File: src/rtl/tbase_pkg.sv
package tbase_pkg;
  // Register offsets; software decodes these, so they are fixed.
  localparam logic [7:0] OFF_WR_HI   = 8'h00;
  localparam logic [7:0] OFF_WR_LO   = 8'h04;
  localparam logic [7:0] OFF_RD_HI   = 8'h08;
  localparam logic [7:0] OFF_RD_LO   = 8'h0C;
  localparam logic [7:0] OFF_RAW_HI  = 8'h24;
  localparam logic [7:0] OFF_RAW_LO  = 8'h28;
  localparam logic [7:0] OFF_DBG_EN  = 8'h2C;
  localparam logic [7:0] OFF_PAUSE   = 8'h30;
  localparam logic [7:0] OFF_LOCK    = 8'h34;
  localparam logic [7:0] OFF_SRC     = 8'h38;

  localparam int NUM_DBG = 2;

  typedef enum logic {
    SRC_TICK = 1'b0,
    SRC_CLK  = 1'b1
  } cnt_src_e;
endpackage

File: src/rtl/tbase_rst_sync.sv
module tbase_rst_sync #(
  parameter int STAGES = 2
) (
  input  logic clk,
  input  logic rst_ni,
  output logic rst_sync_no
);
  logic [STAGES-1:0] sync_q;

  // Asynchronous assert, synchronous release.
  always_ff @(posedge clk or negedge rst_ni) begin
    if (!rst_ni) sync_q <= '0;
    else         sync_q <= {sync_q[STAGES-2:0], 1'b1};
  end

  assign rst_sync_no = sync_q[STAGES-1];
endmodule

File: src/rtl/tbase_counter.sv
module tbase_counter #(
  parameter int CNT_W = 64
) (
  input  logic             clk,
  input  logic             rst_ni,
  input  logic             ld_i,
  input  logic [CNT_W-1:0] ld_val_i,
  input  logic             inc_i,
  output logic [CNT_W-1:0] cnt_o
);
  logic [CNT_W-1:0] cnt_q, cnt_d;
  logic             cnt_en;

  always_comb begin
    cnt_en = ld_i | inc_i;
    cnt_d  = cnt_q;
    if (ld_i)       cnt_d = ld_val_i;          // load wins over increment
    else if (inc_i) cnt_d = cnt_q + CNT_W'(1);
  end

  always_ff @(posedge clk or negedge rst_ni) begin
    if (!rst_ni)     cnt_q <= '0;
    else if (cnt_en) cnt_q <= cnt_d;
  end

  assign cnt_o = cnt_q;

  assert_load_wins_R2: assert property (@(posedge clk) disable iff (!rst_ni)
    ld_i |=> (cnt_q == $past(ld_val_i)));

  assert_step_one_R5: assert property (@(posedge clk) disable iff (!rst_ni)
    (inc_i && !ld_i) |=> (cnt_q == $past(cnt_q) + CNT_W'(1)));

  assert_hold_idle_R6: assert property (@(posedge clk) disable iff (!rst_ni)
    (!inc_i && !ld_i) |=> $stable(cnt_q));
endmodule

File: src/rtl/tbase_regs.sv
module tbase_regs
  import tbase_pkg::*;
#(
  parameter int ADDR_W = 8,
  parameter int DATA_W = 32,
  localparam int CNT_W = 2 * DATA_W
) (
  input  logic               clk,
  input  logic               rst_ni,
  input  logic               psel,
  input  logic               penable,
  input  logic               pwrite,
  input  logic [ADDR_W-1:0]  paddr,
  input  logic [DATA_W-1:0]  pwdata,
  input  logic               tick_i,
  input  logic [NUM_DBG-1:0] dbg_halt_i,
  input  logic [CNT_W-1:0]   cnt_i,
  output logic [DATA_W-1:0]  prdata,
  output logic               ld_o,
  output logic [CNT_W-1:0]   ld_val_o,
  output logic               inc_o
);
  logic               wr_acc, rd_acc;
  logic [DATA_W-1:0]  stage_q;
  logic [DATA_W-1:0]  hi_lat_q;
  logic [NUM_DBG-1:0] dbg_en_q, dbg_en_d;
  logic               pause_q, pause_d;
  logic               lock_q, lock_d;
  cnt_src_e           src_q, src_d;
  logic               stage_en, lat_en, dbg_en_we, pause_we, lock_we, src_we;
  logic               evt, halt;

  function automatic logic hit(input logic [ADDR_W-1:0] a, input logic [7:0] off);
    return a == ADDR_W'(off);
  endfunction

  // Decode
  always_comb begin
    wr_acc    = psel & penable & pwrite & ~lock_q;
    rd_acc    = psel & penable & ~pwrite;
    stage_en  = wr_acc & hit(paddr, OFF_WR_LO);
    ld_o      = wr_acc & hit(paddr, OFF_WR_HI);
    lat_en    = rd_acc & hit(paddr, OFF_RD_LO);
    dbg_en_we = wr_acc & hit(paddr, OFF_DBG_EN);
    pause_we  = wr_acc & hit(paddr, OFF_PAUSE);
    lock_we   = wr_acc & hit(paddr, OFF_LOCK) & pwdata[0];
    src_we    = wr_acc & hit(paddr, OFF_SRC);
    ld_val_o  = {pwdata, stage_q};
    dbg_en_d  = pwdata[NUM_DBG:1];
    pause_d   = pwdata[0];
    lock_d    = 1'b1;
    src_d     = cnt_src_e'(pwdata[0]);
  end

  // Count event gating
  always_comb begin
    evt   = (src_q == SRC_CLK) ? 1'b1 : tick_i;
    halt  = pause_q | (|(dbg_en_q & dbg_halt_i));
    inc_o = evt & ~halt;
  end

  // Registers
  always_ff @(posedge clk or negedge rst_ni) begin
    if (!rst_ni) begin
      stage_q  <= '0;
      hi_lat_q <= '0;
      dbg_en_q <= '1;
      pause_q  <= 1'b0;
      lock_q   <= 1'b0;
      src_q    <= SRC_TICK;
    end else begin
      if (stage_en)  stage_q  <= pwdata;
      if (lat_en)    hi_lat_q <= cnt_i[CNT_W-1:DATA_W];
      if (dbg_en_we) dbg_en_q <= dbg_en_d;
      if (pause_we)  pause_q  <= pause_d;
      if (lock_we)   lock_q   <= lock_d;
      if (src_we)    src_q    <= src_d;
    end
  end

  // Read mux
  always_comb begin
    prdata = '0;
    if (hit(paddr, OFF_RD_HI))       prdata = hi_lat_q;
    else if (hit(paddr, OFF_RD_LO))  prdata = cnt_i[DATA_W-1:0];
    else if (hit(paddr, OFF_RAW_HI)) prdata = cnt_i[CNT_W-1:DATA_W];
    else if (hit(paddr, OFF_RAW_LO)) prdata = cnt_i[DATA_W-1:0];
    else if (hit(paddr, OFF_DBG_EN)) prdata[NUM_DBG:1] = dbg_en_q;
    else if (hit(paddr, OFF_PAUSE))  prdata[0] = pause_q;
    else if (hit(paddr, OFF_LOCK))   prdata[0] = lock_q;
    else if (hit(paddr, OFF_SRC))    prdata[0] = src_q;
  end

  assert_lock_sticky_R8: assert property (@(posedge clk) disable iff (!rst_ni)
    lock_q |=> lock_q);

  assert_locked_no_load_R8: assert property (@(posedge clk) disable iff (!rst_ni)
    lock_q |-> !ld_o);

  assert_latch_only_on_low_read_R3: assert property (@(posedge clk) disable iff (!rst_ni)
    !(rd_acc && hit(paddr, OFF_RD_LO)) |=> $stable(hi_lat_q));

  assert_pause_blocks_R6: assert property (@(posedge clk) disable iff (!rst_ni)
    pause_q |-> !inc_o);
endmodule

File: src/rtl/tbase_split64.sv
module tbase_split64
  import tbase_pkg::*;
#(
  parameter int ADDR_W = 8,
  parameter int DATA_W = 32
) (
  input  logic               clk,
  input  logic               rst_n,
  input  logic               psel,
  input  logic               penable,
  input  logic               pwrite,
  input  logic [ADDR_W-1:0]  paddr,
  input  logic [DATA_W-1:0]  pwdata,
  output logic [DATA_W-1:0]  prdata,
  output logic               pready,
  output logic               pslverr,
  input  logic               tick_i,
  input  logic [NUM_DBG-1:0] dbg_halt_i
);
  localparam int CNT_W = 2 * DATA_W;

  logic             rst_sync_n;
  logic             ld;
  logic [CNT_W-1:0] ld_val;
  logic             inc;
  logic [CNT_W-1:0] cnt;

  tbase_rst_sync #(.STAGES(2)) u_rst (
    .clk         (clk),
    .rst_ni      (rst_n),
    .rst_sync_no (rst_sync_n)
  );

  tbase_regs #(.ADDR_W(ADDR_W), .DATA_W(DATA_W)) u_regs (
    .clk        (clk),
    .rst_ni     (rst_sync_n),
    .psel       (psel),
    .penable    (penable),
    .pwrite     (pwrite),
    .paddr      (paddr),
    .pwdata     (pwdata),
    .tick_i     (tick_i),
    .dbg_halt_i (dbg_halt_i),
    .cnt_i      (cnt),
    .prdata     (prdata),
    .ld_o       (ld),
    .ld_val_o   (ld_val),
    .inc_o      (inc)
  );

  tbase_counter #(.CNT_W(CNT_W)) u_cnt (
    .clk      (clk),
    .rst_ni   (rst_sync_n),
    .ld_i     (ld),
    .ld_val_i (ld_val),
    .inc_i    (inc),
    .cnt_o    (cnt)
  );

  assign pready  = 1'b1;
  assign pslverr = 1'b0;
endmodule

File: config.mk
export PLATFORM = sky130hd
export DESIGN_NAME = tbase_split64
export DESIGN_NICKNAME = d
export VERILOG_FILES = /design/src/rtl/tbase_pkg.sv /design/src/rtl/tbase_rst_sync.sv /design/src/rtl/tbase_counter.sv /design/src/rtl/tbase_regs.sv /design/src/rtl/tbase_split64.sv
export SDC_FILE = /design/constraint.sdc
export NUM_CORES = 1
export LEC_CHECK = 0
export BUFFER_PORTS_ARGS = -buffer_cell sky130_fd_sc_hd__buf_2
export CORE_UTILIZATION = 50
export DETAILED_ROUTE_END_ITERATION = 7
export MAX_ROUTING_LAYER = met4
export PLACE_DENSITY_LB_ADDON = 0.15
export SYNTH_ARGS = -nofsm -noshare
export SYNTH_HDL_FRONTEND = slang
export SYNTH_SLANG_ARGS = --single-unit
File: constraint.sdc
create_clock -name clk -period 4.4 [get_ports clk]
set_input_delay 1.32 -clock clk [delete_from_list [all_inputs] [get_ports clk]]
set_output_delay 1.32 -clock clk [all_outputs]
set_load 0.1 [all_outputs]
Word level (Yosys, flattened, before mapping):

Cells that the tools add are included.

* input port bits: 48
* register bits: 135
* output and inout port bits: 34
* word-level logic and storage cells: 54

* bitwise logic cells: 19
* eq/ne operators: 9
* reduce and logical (&&, ||, !) cells: 4
* multiplexer cells: 13
* add/subtract/negate cells: 1

Operator list (number)
* 64-bit 2-to-1 mux: 2
* 32-bit 2-to-1 mux: 3
* 64-bit by 1-bit adder with 64-bit output, second input constant: 1
* 8-bit by 6-bit == test with 1-bit output, second input constant: 6
* 29-bit 2-to-1 mux: 1
* 8-bit by 4-bit == test with 1-bit output, second input constant: 2
* 1-bit bitwise AND: 13
* 8-bit by 3-bit == test with 1-bit output, second input constant: 1
* 8-bit zero test: 1
* 1-bit 2-to-1 mux: 5
* 3-bit 2-to-1 mux: 1
* 1-bit NOT: 3
* 2-bit bitwise AND: 1
* 2-bit 2-to-1 mux: 1
* 1-bit bitwise OR: 2
* 2-bit AND reduction: 1
* 2-bit nonzero test: 1
* 2-bit OR reduction: 1

Depth between registers and ports, before layout:

Gate-level depths: netlist (run 1).

* depth in word-level cells: 9
* gate-level depth with buffers: 8

Cells and area by module:

A second synthesis (run 1) with hierarchy kept.

* cells, all modules: 792
* area, all modules: 7732.4 µm²

By module, submodules not included
* tbase_counter: cells an instance 464, area an instance 4057.6 µm², sequential area each 1601.5 µm², times used 1
* tbase_regs: cells an instance 321, area an instance 3598.5 µm², sequential area each 1729.2 µm², times used 1
* tbase_rst_sync: cells an instance 3, area an instance 53.8 µm², sequential area each 50.0 µm², times used 1
* tbase_split64: cells an instance 4, area an instance 22.5 µm², sequential area each 0.0 µm², times used 1

Worst setup path before layout (run 1):

OpenSTA, ideal clock, no wires.

* kind: input-to-output
* from: input paddr[1]
* to: output prdata[2]
* buffers on the path: 1
* arrival time: 4252 ps
* path slack: -1172 ps
* stages on the path: 6
* cell sequence: or3b_2 nor2_1 nor4b_2 clkbuf_1 a221oi_1 a21oi_1

* longest elaborated chain between the ends: 6
* elaborated cells between the ends (all ways): 10
* classes of those cells: eq/ne (5); mux (5)

Ends and longest elaborated chain
* from (decl): line tbase_split64.sv:12 `input logic [ADDR_W-1:0] paddr,`
* 8-bit by 6-bit == test with 1-bit output: line tbase_regs.sv:34 `return a == ADDR_W'(off);`
* 2-bit 2-to-1 mux: line tbase_regs.sv:88 `else if (hit(paddr, OFF_DBG_EN)) prdata[NUM_DBG:1] = dbg_en_q;`
* 3-bit 2-to-1 mux: line tbase_regs.sv:87 `else if (hit(paddr, OFF_RAW_LO)) prdata = cnt_i[DATA_W-1:0];`
* 32-bit 2-to-1 mux: line tbase_regs.sv:86 `else if (hit(paddr, OFF_RAW_HI)) prdata = cnt_i[CNT_W-1:DATA_W];`
* 32-bit 2-to-1 mux: line tbase_regs.sv:85 `else if (hit(paddr, OFF_RD_LO)) prdata = cnt_i[DATA_W-1:0];`
* 32-bit 2-to-1 mux *: line tbase_regs.sv:84 `if (hit(paddr, OFF_RD_HI)) prdata = hi_lat_q;`
* to (decl): line tbase_split64.sv:14 `output logic [DATA_W-1:0] prdata,`

Mark *: on every way between the ends. The rest lies on a longest branch, timed or not.

Worst setup path in the final report (run 1):

* from: input paddr[1]
* to: output prdata[10]

* longest elaborated chain between the ends: 5
* elaborated cells between the ends (all ways): 8
* classes of those cells: eq/ne (4); mux (4)

Ends and longest elaborated chain (line)
* 8-bit by 6-bit == test with 1-bit output: tbase_regs.sv:34
* 29-bit 2-to-1 mux: tbase_regs.sv:87
* 32-bit 2-to-1 mux: tbase_regs.sv:86
* 32-bit 2-to-1 mux: tbase_regs.sv:85
* 32-bit 2-to-1 mux *: tbase_regs.sv:84

Marks and branches as above.

==> summary.md, run 1 <==
| Metric | Value |
|---|---|
| Worst-path clk slew | `~0.06 ns` |
| Die X | `about 120 um` |
| P_sw | `approximately 0.78 mW` |
| Final hold viol count | `0` |
| DR DRC count | `0` |
| Outcome | `finished, final reports clean` |
| Root Buffer | `clkbuf_16` |
| Area of the mapped netlist | `~0.0073 mm2` |
| Clock Path Buffers | `2` |
| Grt ovf | `0` |
| Tcrit/Tclk final | `0.9849` |
| Final Critical Period | `~4.3 ns` |
| Clk_skew | `0.01133 ns` |
| Antenna diode count | `0` |
| Yosys warning count | `0` |
| Fraction of layout cells with a size suffix above 1 | `0.3038` |
| Die area | `about 0.015 mm2` |
| Vias | `between 6000 and 7000` |
| Gate Count Post-Synth | `approximately 760` |
| DRT iter0 DRCs | `roughly 520` |
| Startpoint Class | `input pin` |
| Seq/Total Area, Yosys | `0.4650` |
| # IOs | `about 80` |
| Hold_ws | `around 0.36 ns` |
| Nets@finish | `between 800 and 900` |
| Peak VDD IR | `~0.33 mV` |
| Routed WL per cell | `between 15 and 20 um` |
| Leakage power | `just under 4 nW` |
| Detailed-route vias per instance | `about 6.3` |
| H-tree depth reported by CTS | `4` |
| Peak Freq | `0.2307 GHz` |
| Total Wirelength | `roughly 20000 um` |
| Critical path arrival | `3.01 ns` |
| Avg Synthesized Cell Area | `9.605 um2` |
| Main synth FF type | `dfrtp_1` |
| Maximum fanout along the worst path | `6` |
| Hpwl dp | `13540 um` |
| Final setup fails | `0` |
| Hold Path Class | `register to register` |
| PD cells | `between 300 and 400 mW/mm2` |
| RSZ-0062 raised after global routing | `yes` |
| Sequential power share | `0.465` |
| Ys async rst share | `1.000` |
| Max_slew headroom | `0.3569` |
| Synth unique cells | `58` |
| Kind of critical path | `input pin to output pin` |
| Post-synthesis register bit count | `between 100 and 150` |
| Tot GR Track Use | `0.2943` |
| Synthesis-to-finish area growth | `26.24%` |
| GPL Wtd Cong | `just under 1` |
| Final max-slew violation count | `0` |
| Final ANT Viol Nets | `0` |
| Cell Rows | `43` |
| Worst setup EP type | `output pin` |
| Initial cell density of the core | `0.5178` |
| Sw Ratio | `0.2660` |
| Initial antenna violation count | `0` |
| Global-route wire length before repair | `about 33000 um` |
| Post-layout util | `0.6537` |
| Worst Tran Pin Value | `0.9617 ns` |
| Worst path required time | `~3.1 ns` |
| Share of total power in combinational logic | `0.069` |
| Die height | `roughly 120 um` |
| CTS Hold Buffers Added | `0` |
| Vias in the first global route | `6294` |
| Clk sink count | `approximately 140` |
| Internal power | `around 2.2 mW` |
| Core area | `between 0.01 and 0.015 mm2` |
| Largest net degree at the start of global routing | `69` |
| Worst skew pair latency | `0.43 ns` |
| CTS buffer count | `17` |
| Number of port buffers | `79` |
| DR pass1 iterations | `5` |
| Share of total power in the clock network | `0.466` |
| Max_cap viols | `0` |
| CTS tree | `built` |
| Post-synth EDFFs | `0` |
## critical path, stage by stage
cell,delay (ns)
buf_2,0.13
or3b_4,0.40
nor2_2,0.11
nor4b_4,0.25
buf_4,0.25
clkbuf_16,0.17
a22oi_1,0.11
nand2_4,0.10
buf_12,0.17
## synth_stat cells, types with 6 or more instances
library cell  count  area, um2
nand3_1          30      150.1
nand4_1          16      100.1
xor2_1            6      52.55
nor4_1           13      81.33
o31ai_1          12      90.09
or3_1            19      118.9
and3_1           11      68.82
or4_1            17      127.6
inv_1             9      33.78
dfrtp_1         133       3328
o21ai_0          50      250.2
mux2_2           66      743.2
clkbuf_1         36      135.1
and4_1            9      78.83
xnor2_1          24      210.2
nor3_1           13      65.06
nor2_1           49      183.9
nand2_1         124      465.5
a31oi_1          34      212.7
a22oi_1          29      217.7
## layout make-up
class / count / area (um2)
clock buffers: 17 / 425.4
flip-flops and latches: 135 / 3385
multi-input cells: 567 / 3854
fillers: 1117 / 4863
well taps: 180 / 225.2
clock inverters: 15 / 143.9
inverters: 9 / 33.78
repair buffers: 103 / 1112
## power by group through the flow
stage          clock, mW  sequential, mW  combinational (mW)
6_report            1.37            1.37               0.203
5_1_grt             1.44            1.38               0.224
4_1_cts             1.38            1.37               0.203
3_5_place_dp           0            1.39               0.201
3_3_place_gp           0            1.39               0.196
2_1_floorplan          0            1.37               0.122
## cells in the final DEF (no fill, tap or decap), types with 4 or more instances in the layout
master and instances:
a22oi_1 28, a31oi_1 34, and3_1 10, and4_1 9, buf_12 35, buf_2 48
buf_4 18, clkbuf_16 18, clkinv_4 5, clkinvlp_4 4, dfrtp_1 132, inv_1 8
inv_6 4, mux2_2 66, nand2_1 96, nand2_2 8, nand2_4 20, nand3_1 29
nand4_1 16, nor2_1 48, nor3_1 12, nor4_1 13, o21ai_0 50, o31ai_1 12
or3_1 19, or4_1 17, xnor2_1 24, xor2_1 6
## what timing repair did
item                                    CTS  global route
gates resized for setup                   4             1
pin swaps                                 4             1
endpoints found under the setup margin   14             8
cloned                                    0             1
setup buffers                             0             1
## kinds of logic after synthesis
logic type / Yosys count / share of synthesized area
multiplexers: 67 / 0.1036
adder cells (fa/ha/maj): 1 / 0.001721
XOR/XNOR: 30 / 0.03614
AO/OA/AOI/OAI: 139 / 0.1217
AND/OR/NAND/NOR: 327 / 0.2328
other: 2 / 0.001033
buffers and inverters: 56 / 0.03803
flip-flops: 135 / 0.4650
## final timing paths
path                                      start            endpoint  slack [ns]  cells past startpoint
worst max-delay path                   paddr[1]          prdata[10]        0.07                      9
worst min-delay path            u_rst.sync_q[0]     u_rst.sync_q[1]        0.36                      0
worst min register to register  u_rst.sync_q[0]     u_rst.sync_q[1]        0.36                      0
min in group asynchronous       u_rst.sync_q[1]  u_regs.stage_q[29]        0.39                      0
worst max register to register  u_cnt.cnt_o[20]     u_cnt.cnt_o[54]        1.15                      5
max in group asynchronous       u_rst.sync_q[1]  u_regs.hi_lat_q[5]        2.92                      1
## stage by stage
step	setup slack, ns	setup TNS (ns)	power (mW)	std cells	area, um2
after CTS	0.04024	0	2.956	1024	9140
final	0.06622	0	2.945	1026	9179
after floorplan	-0.07240	-0.07240	1.497	758	7490
after global routing	-0.01862	-0.1056	3.043	1026	9179
after global placement	0.03654	0	1.582	992	8553
after detailed placement	-0.008869	-0.02378	1.591	992	8553
## layer usage
metal,wire [um],global-route usage,part of all wire
met2,9927,0.4561,0.49
met3,1354,0.05297,0.066
met4,519,0.1280,0.025
met1,8650,0.3779,0.42
met5,0,-,0
## flip-flops by register name (all words and copies together), names as in the netlist
| signal | cells |
|---|---|
| u_cnt.cnt_o | 64 |
| u_regs.dbg_en_q | 2 |
| u_regs.hi_lat_q | 32 |
| u_regs.lock_q | 1 |
| u_regs.pause_q | 1 |
| u_regs.src_q | 1 |
| u_regs.stage_q | 32 |
| u_rst.sync_q | 2 |
Note: power is estimated with default switching activity, not from simulation.
==> run 2: changes to the inputs <==
Settings changed: BUFFER_PORTS_ARGS -buffer_cell sky130_fd_sc_hd__buf_2 to default, CTS_CLUSTER_DIAMETER from default to 100, DONT_BUFFER_PORTS from default to 1.
==> summary.md, run 2 (synthesized netlist as in run 1, its figures left out) <==
| Metric | Value |
|---|---|
| Die height | `122.6 um (unchanged)` |
| Max_slew headroom | `0.4604 (+0.1034)` |
| Final setup fails | `0 (unchanged)` |
| Sequential power share | `0.460 (-0.005)` |
| FILL cells | `1128 (+0.98%)` |
| DR pass1 iterations | `5 (unchanged)` |
| RSZ-0062 raised after global routing | `no` |
| Worst-path clk slew | `0.06 ns (about the same)` |
| Worst skew pair latency | `0.42 ns (about the same)` |
| Max reg flops | `64 (unchanged)` |
| Vias | `6087 (-5.4%)` |
| Final Critical Period | `4.288 ns (-0.04601 ns)` |
| Max_cap viols | `0 (unchanged)` |
| Total Wirelength | `19590 um (-4.2%)` |
| Peak Freq | `0.2332 GHz (+1.1%)` |
| Share of total power in the clock network | `0.484 (+0.018)` |
| P_sw | `0.7198 mW (-8.1%)` |
| Critical path arrival | `2.97 ns (-0.04 ns)` |
| Tot GR Track Use | `0.2910 (-0.003241)` |
| PD cells | `335.2 mW/mm2 (+4.5%)` |
| Worst path required time | `3.08 ns (about the same)` |
| CTS tree | `built` |
| Top delay family on crit path | `simple AND/OR/NAND/NOR gates` |
| Sw Ratio | `0.2418 (-0.02418)` |
| Root Buffer | `clkbuf_16` |
| Detailed-route vias per instance | `6.262 (-0.14%)` |
| Cell Rows | `43 (unchanged)` |
| CP Cell Sequence | `or3b_4 -> nor2_4 -> nor4b_4 -> buf_4 -> a22oi_1 -> nand2_4 -> buf_12` |
| Die X | `122.6 um (unchanged)` |
| Vias in the first global route | `6120 (-2.8%)` |
| Synthesis-to-finish area growth | `22.13%` |
| Biggest cell delay along the critical path | `0.42 ns (+0.02 ns)` |
| Internal power | `2.257 mW (+4.4%)` |
| Dpl cells | `939 (-5.3%)` |
| Kind of critical path | `input pin to output pin` |
| Initial antenna violation count | `0 (unchanged)` |
| Reg-to-Reg Start | `u_cnt.cnt_o[33]` |
| Worst setup EP type | `output pin` |
| Clock Path Buffers | `2 (unchanged)` |
| FF-to-FF path depth | `5 (unchanged)` |
| Hold Path Sink | `u_rst.sync_q[1]` |
| Final Non-Filler Cells | `972 (-5.3%)` |
| Final max-slew violation count | `0 (unchanged)` |
| Final hold viol count | `0 (unchanged)` |
| CP max stage cell | `or3b_4` |
| Hpwl dp | `13550 um (+0.12%)` |
| DRT iter0 DRCs | `556 (+7.1%)` |
| Hold-critical path depth | `0 (unchanged)` |
| Most frequent cells in the layout | `dfrtp_1 (132), nand2_1 (96), mux2_2 (66)` |
| Die area | `0.01503 mm2 (unchanged)` |
| Leakage power | `3.696 nW (-5.4%)` |
| CTS buffer count | `17 (unchanged)` |
| GPL Wtd Cong | `0.9521 (-1.5%)` |
| R2r setup slk | `1.38 ns (+0.23 ns)` |
| Final ANT Viol Nets | `0 (unchanged)` |
| Grt ovf | `0 (unchanged)` |
| # IOs | `82 (unchanged)` |
| H-tree depth reported by CTS | `4 (unchanged)` |
| Global-route wire length before repair | `32110 um (-1.2%)` |
| Startpoint Class | `input pin` |
| Hold_sp | `u_rst.sync_q[0]` |
| Core area | `0.01404 mm2 (unchanged)` |
| Hold Path Class | `register to register` |
| Final Total Pwr | `2.976 mW (+1.1%)` |
| Nets@finish | `828 (-6.1%)` |
| WP buf/inv | `2 (-2)` |
| Routed WL per cell | `20.16 um (+1.1%)` |
| Share of total power in combinational logic | `0.055 (-0.014)` |
| Largest net degree at the start of global routing | `69 (unchanged)` |
| Fraction of layout cells with a size suffix above 1 | `0.2576 (-0.04621)` |
| Peak VDD IR | `0.2824 mV (-14%)` |
| Number of port buffers | `0 (-100%)` |
| FF-to-FF End | `u_cnt.cnt_o[54]` |
| Worst Tran Pin Value | `0.8070 ns (-0.1547 ns)` |
| Clk sink count | `135 (unchanged)` |
| Most common cell after layout, fill and taps aside | `dfrtp_1` |
| DR DRC count | `0 (unchanged)` |
| Maximum fanout along the worst path | `13 (+7)` |
| Outcome | `finished, final reports clean` |
| Clk_skew | `0.006264 ns (-0.005062 ns)` |
| Antenna diode count | `0 (unchanged)` |
| Tcrit/Tclk final | `0.9745 (-0.01046)` |
| Initial cell density of the core | `0.5178 (unchanged)` |
-- run 2: cell types whose count changed in the layout (fill, tap and decap cells not counted), moves of 2 or more --
cell and delta:
buf_2 -48, buf_12 -2, clkinv_2 +6, buf_4 -3, bufinv_16 +2, clkinv_4 -5, inv_6 -3
-- run 2: metal layers --
metal  vias to the layer above  track usage  routed length, um
li1                       2820            -                  -
met1                      3037       0.3699               8475
met2                       192       0.4586               9570
met3                        38      0.05901               1144
met4                         0       0.1090                402
met5                         -            -                  0
-- run 2: how the worst max path moves through the flow --
stage | slack, ns | depth (start not counted) | from | to
floorplan | -0.07 | 6 | paddr[1] | prdata[2]
global placement | 0.05 | 7 | paddr[1] | prdata[1]
detailed placement | -0.02 | 7 | paddr[1] | prdata[1]
CTS | -0.02 | 7 | paddr[1] | prdata[1]
global route | 0.05 | 8 | paddr[1] | prdata[26]
finish | 0.11 | 7 | paddr[1] | prdata[15]
-- run 2: area by class of cell --
type / count / area, um2 / share of cell area
clock inverters: 14 / 156.4 / 0.01761
inverters: 9 / 33.78 / 0.003804
clock buffers: 18 / 439.2 / 0.04946
flip-flops and latches: 135 / 3385 / 0.3811
multi-input cells: 567 / 3856 / 0.4343
repair buffers: 49 / 784.5 / 0.08835
well taps: 180 / 225.2 / 0.02536
-- run 2: stage by stage --
stage	hold WS (ns)	setup WS, ns	TNS [ns]	util	cell area [um2]
after floorplan	0.3312	-0.07240	-0.07240	-	7490
after global placement	0.3388	0.04736	0	0.5879	8255
after detailed placement	0.3404	-0.01901	-0.01901	0.5879	8255
after CTS	0.3574	-0.01688	-0.01688	0.6308	8859
after global routing	0.3786	0.04984	0	0.6324	8880
final	0.3543	0.1122	0	0.6324	8880
-- run 2: worst register-to-register path, cell delays in order, from the launching register on --
cell and delay [ns]:
dfrtp_1 0.47, nand3_1 0.23, nor3_1 0.56, nand4_1 0.75, or4_1 0.74, a31oi_1 0.18
-- run 2: repair_timing --
item / 4_1_cts / 5_1_grt
hold buffers: 0 / 0
setup buffers: 1 / 0
setup endpoints to repair: 2 / 23
gates cloned: 0 / 0
gates resized for setup: 0 / 5
-- run 2: power groups by stage --
| stage | Combinational [mW] | Clock [mW] | Sequential [mW] |
|---|---|---|---|
| 2_1_floorplan | 0.122 | 0 | 1.37 |
| 3_3_place_gp | 0.158 | 0 | 1.39 |
| 3_5_place_dp | 0.164 | 0 | 1.39 |
| 4_1_cts | 0.167 | 1.45 | 1.37 |
| 5_1_grt | 0.183 | 1.52 | 1.38 |
| 6_report | 0.165 | 1.44 | 1.37 |
==> run 3: changes to the inputs <==
Settings changed: CORE_ASPECT_RATIO from default to 1.4, SKIP_CTS_REPAIR_TIMING from default to 1.
==> summary.md, run 3 (synthesized netlist as in run 1, its figures left out) <==
| Metric | Value |
|---|---|
| Worst Tran Pin Value | `0.8422 ns (+0.03515 ns)` |
| Cell Rows | `51 (+19%)` |
| Final setup fails | `0 (unchanged)` |
| Vias | `6168 (+1.3%)` |
| Max reg flops | `64 (unchanged)` |
| Leakage power | `3.680 nW (-0.43%)` |
| FF-to-FF path depth | `5 (unchanged)` |
| Peak VDD IR | `0.2085 mV (-26%)` |
| CP max stage cell | `or3b_2` |
| Number of port buffers | `0 (unchanged)` |
| H-tree depth reported by CTS | `4 (unchanged)` |
| CTS tree | `built` |
| Top delay family on crit path | `simple AND/OR/NAND/NOR gates` |
| Detailed-route vias per instance | `6.320 (+0.92%)` |
| # IOs | `82 (unchanged)` |
| Worst skew pair latency | `0.43 ns (about the same)` |
| Final hold viol count | `0 (unchanged)` |
| Hold-critical path depth | `0 (unchanged)` |
| Biggest cell delay along the critical path | `0.52 ns (+0.10 ns)` |
| Die height | `144.7 um (+18%)` |
| Hpwl dp | `13930 um (+2.8%)` |
| DRT iter0 DRCs | `371 (-33%)` |
| RSZ-0062 raised after global routing | `no` |
| Global-route wire length before repair | `32750 um (+2.0%)` |
| Maximum fanout along the worst path | `22 (+9)` |
| Most common cell after layout, fill and taps aside | `dfrtp_1` |
| Total Wirelength | `20140 um (+2.8%)` |
| Final max-slew violation count | `0 (unchanged)` |
| Peak Freq | `0.2331 GHz (about the same)` |
| Die area | `0.01503 mm2 (about the same)` |
| Largest net degree at the start of global routing | `69 (unchanged)` |
| Max_cap viols | `0 (unchanged)` |
| Hold_ws | `0.3530 ns (-0.001285 ns)` |
| Worst-path clk slew | `0.06 ns (about the same)` |
| Grt ovf | `0 (unchanged)` |
| DR pass1 iterations | `5 (unchanged)` |
| Initial antenna violation count | `0 (unchanged)` |
| Routed WL per cell | `20.64 um (+2.4%)` |
| Most frequent cells in the layout | `dfrtp_1 (132), nand2_1 (96), mux2_2 (66)` |
| Core area | `0.01404 mm2 (about the same)` |
| Worst setup EP type | `output pin` |
| TNS Setup | `0 ns (unchanged)` |
| Critical Path Most Common Cell | `buf_12` |
| Final Critical Period | `4.289 ns (+0.001638 ns)` |
| Root Buffer | `clkbuf_16` |
| Initial cell density of the core | `0.5179 (about the same)` |
| Startpoint Class | `input pin` |
| Max_slew headroom | `0.4385 (-0.02183)` |
| Reg-to-Reg Start | `u_cnt.cnt_o[20]` |
| Die X | `103.9 um (-15%)` |
| WP buf/inv | `3 (+1)` |
| Kind of critical path | `input pin to output pin` |
| Tot GR Track Use | `0.2919 (+0.0008695)` |
| CP Cell Sequence | `or3b_2 -> nor2_4 -> nor4b_4 -> buf_4 -> buf_12 -> a22oi_1 -> nand2_4 -> buf_12` |
| Critical Path Stages | `8 (+1)` |
| Worst path required time | `3.08 ns (about the same)` |
| PD cells | `331.9 mW/mm2 (-0.98%)` |
| Clk_skew | `0.01247 ns (+0.006210 ns)` |
| Tcrit/Tclk final | `0.9749 (about the same)` |
| Clk sink count | `135 (unchanged)` |
| DR DRC count | `0 (unchanged)` |
| Vias in the first global route | `6281 (+2.6%)` |
| Final worst slack | `0.1106 ns (-0.001638 ns)` |
| Final ANT Viol Nets | `0 (unchanged)` |
| Fraction of layout cells with a size suffix above 1 | `0.2528 (-0.004731)` |
| Hold_sp | `u_rst.sync_q[0]` |
| Nets@finish | `827 (-0.12%)` |
| CTS buffer count | `17 (unchanged)` |
| Crit path from | `paddr[1]` |
| GPL Wtd Cong | `0.9170 (-3.7%)` |
| Critical path arrival | `2.97 ns (about the same)` |
| Post-place setup slack | `0.08747 ns (+0.1065 ns)` |
| Outcome | `finished, final reports clean` |
| Synthesis-to-finish area growth | `22.08% (about the same)` |
| Hold Path Class | `register to register` |
| Antenna diode count | `0 (unchanged)` |
| Clock Path Buffers | `2 (unchanged)` |
## run 3: cell types whose count changed in the layout (fill, tap and decap cells not counted), sizes merged
cell and change:
clkinvlp +1, buf -1, clkinv -1, inv -1, bufinv -1, clkbuf +2
## run 3: per-stage QoR
stage               total power, mW  instances  cell area (um2)  utilization
CTS                           2.957        976             8871       0.6319
global placement              1.548        944             8287       0.5903
detailed placement            1.556        944             8287       0.5903
global route                  3.034        976             8876       0.6323
floorplan                     1.497        758             7490            -
finish                        2.946        976             8876       0.6323
## run 3: cell type report
class	instances	area [um2]
clock buffers	20	456.7
clock inverters	12	127.6
inverters	9	33.78
repair buffers	48	798.3
multi-input cells	567	3844
flip-flops and latches	135	3385
fillers	1147	5162
well taps	185	231.5
## run 3: path summary, 6_finish.rpt
path / endpoint / slack (ns)
max: prdata[30] / 0.11
min: u_rst.sync_q[1] / 0.35
max in group asynchronous: u_regs.stage_q[6] / 2.78
max reg2reg: u_cnt.cnt_o[57] / 1.29
min in group asynchronous: u_regs.hi_lat_q[16] / 0.43
min reg2reg: u_rst.sync_q[1] / 0.35
## run 3: metal layers
layer	track usage	wire (um)	vias to the layer above
met5	-	0	-
li1	-	-	2821
met4	0.1556	631	0
met2	0.5067	10590	229
met1	0.3231	7708	3059
met3	0.05105	1215	59
## run 3: where the power goes
part           switching (mW)  leakage [nW]  internal [mW]  total (mW)
sequential             0.0833          1.80           1.29        1.38
clock                   0.549         0.278          0.860        1.41
combinational          0.0961          1.60         0.0653       0.161
total                   0.729          3.68           2.22        2.95
## run 3: worst reg2reg max path: cells and delay by family (launching register included)
family,cells,cell delay [ns]
and+or+nand+nor,4,2.35
DFF,1,0.50
AOI/OAI and AO/OA,1,0.17
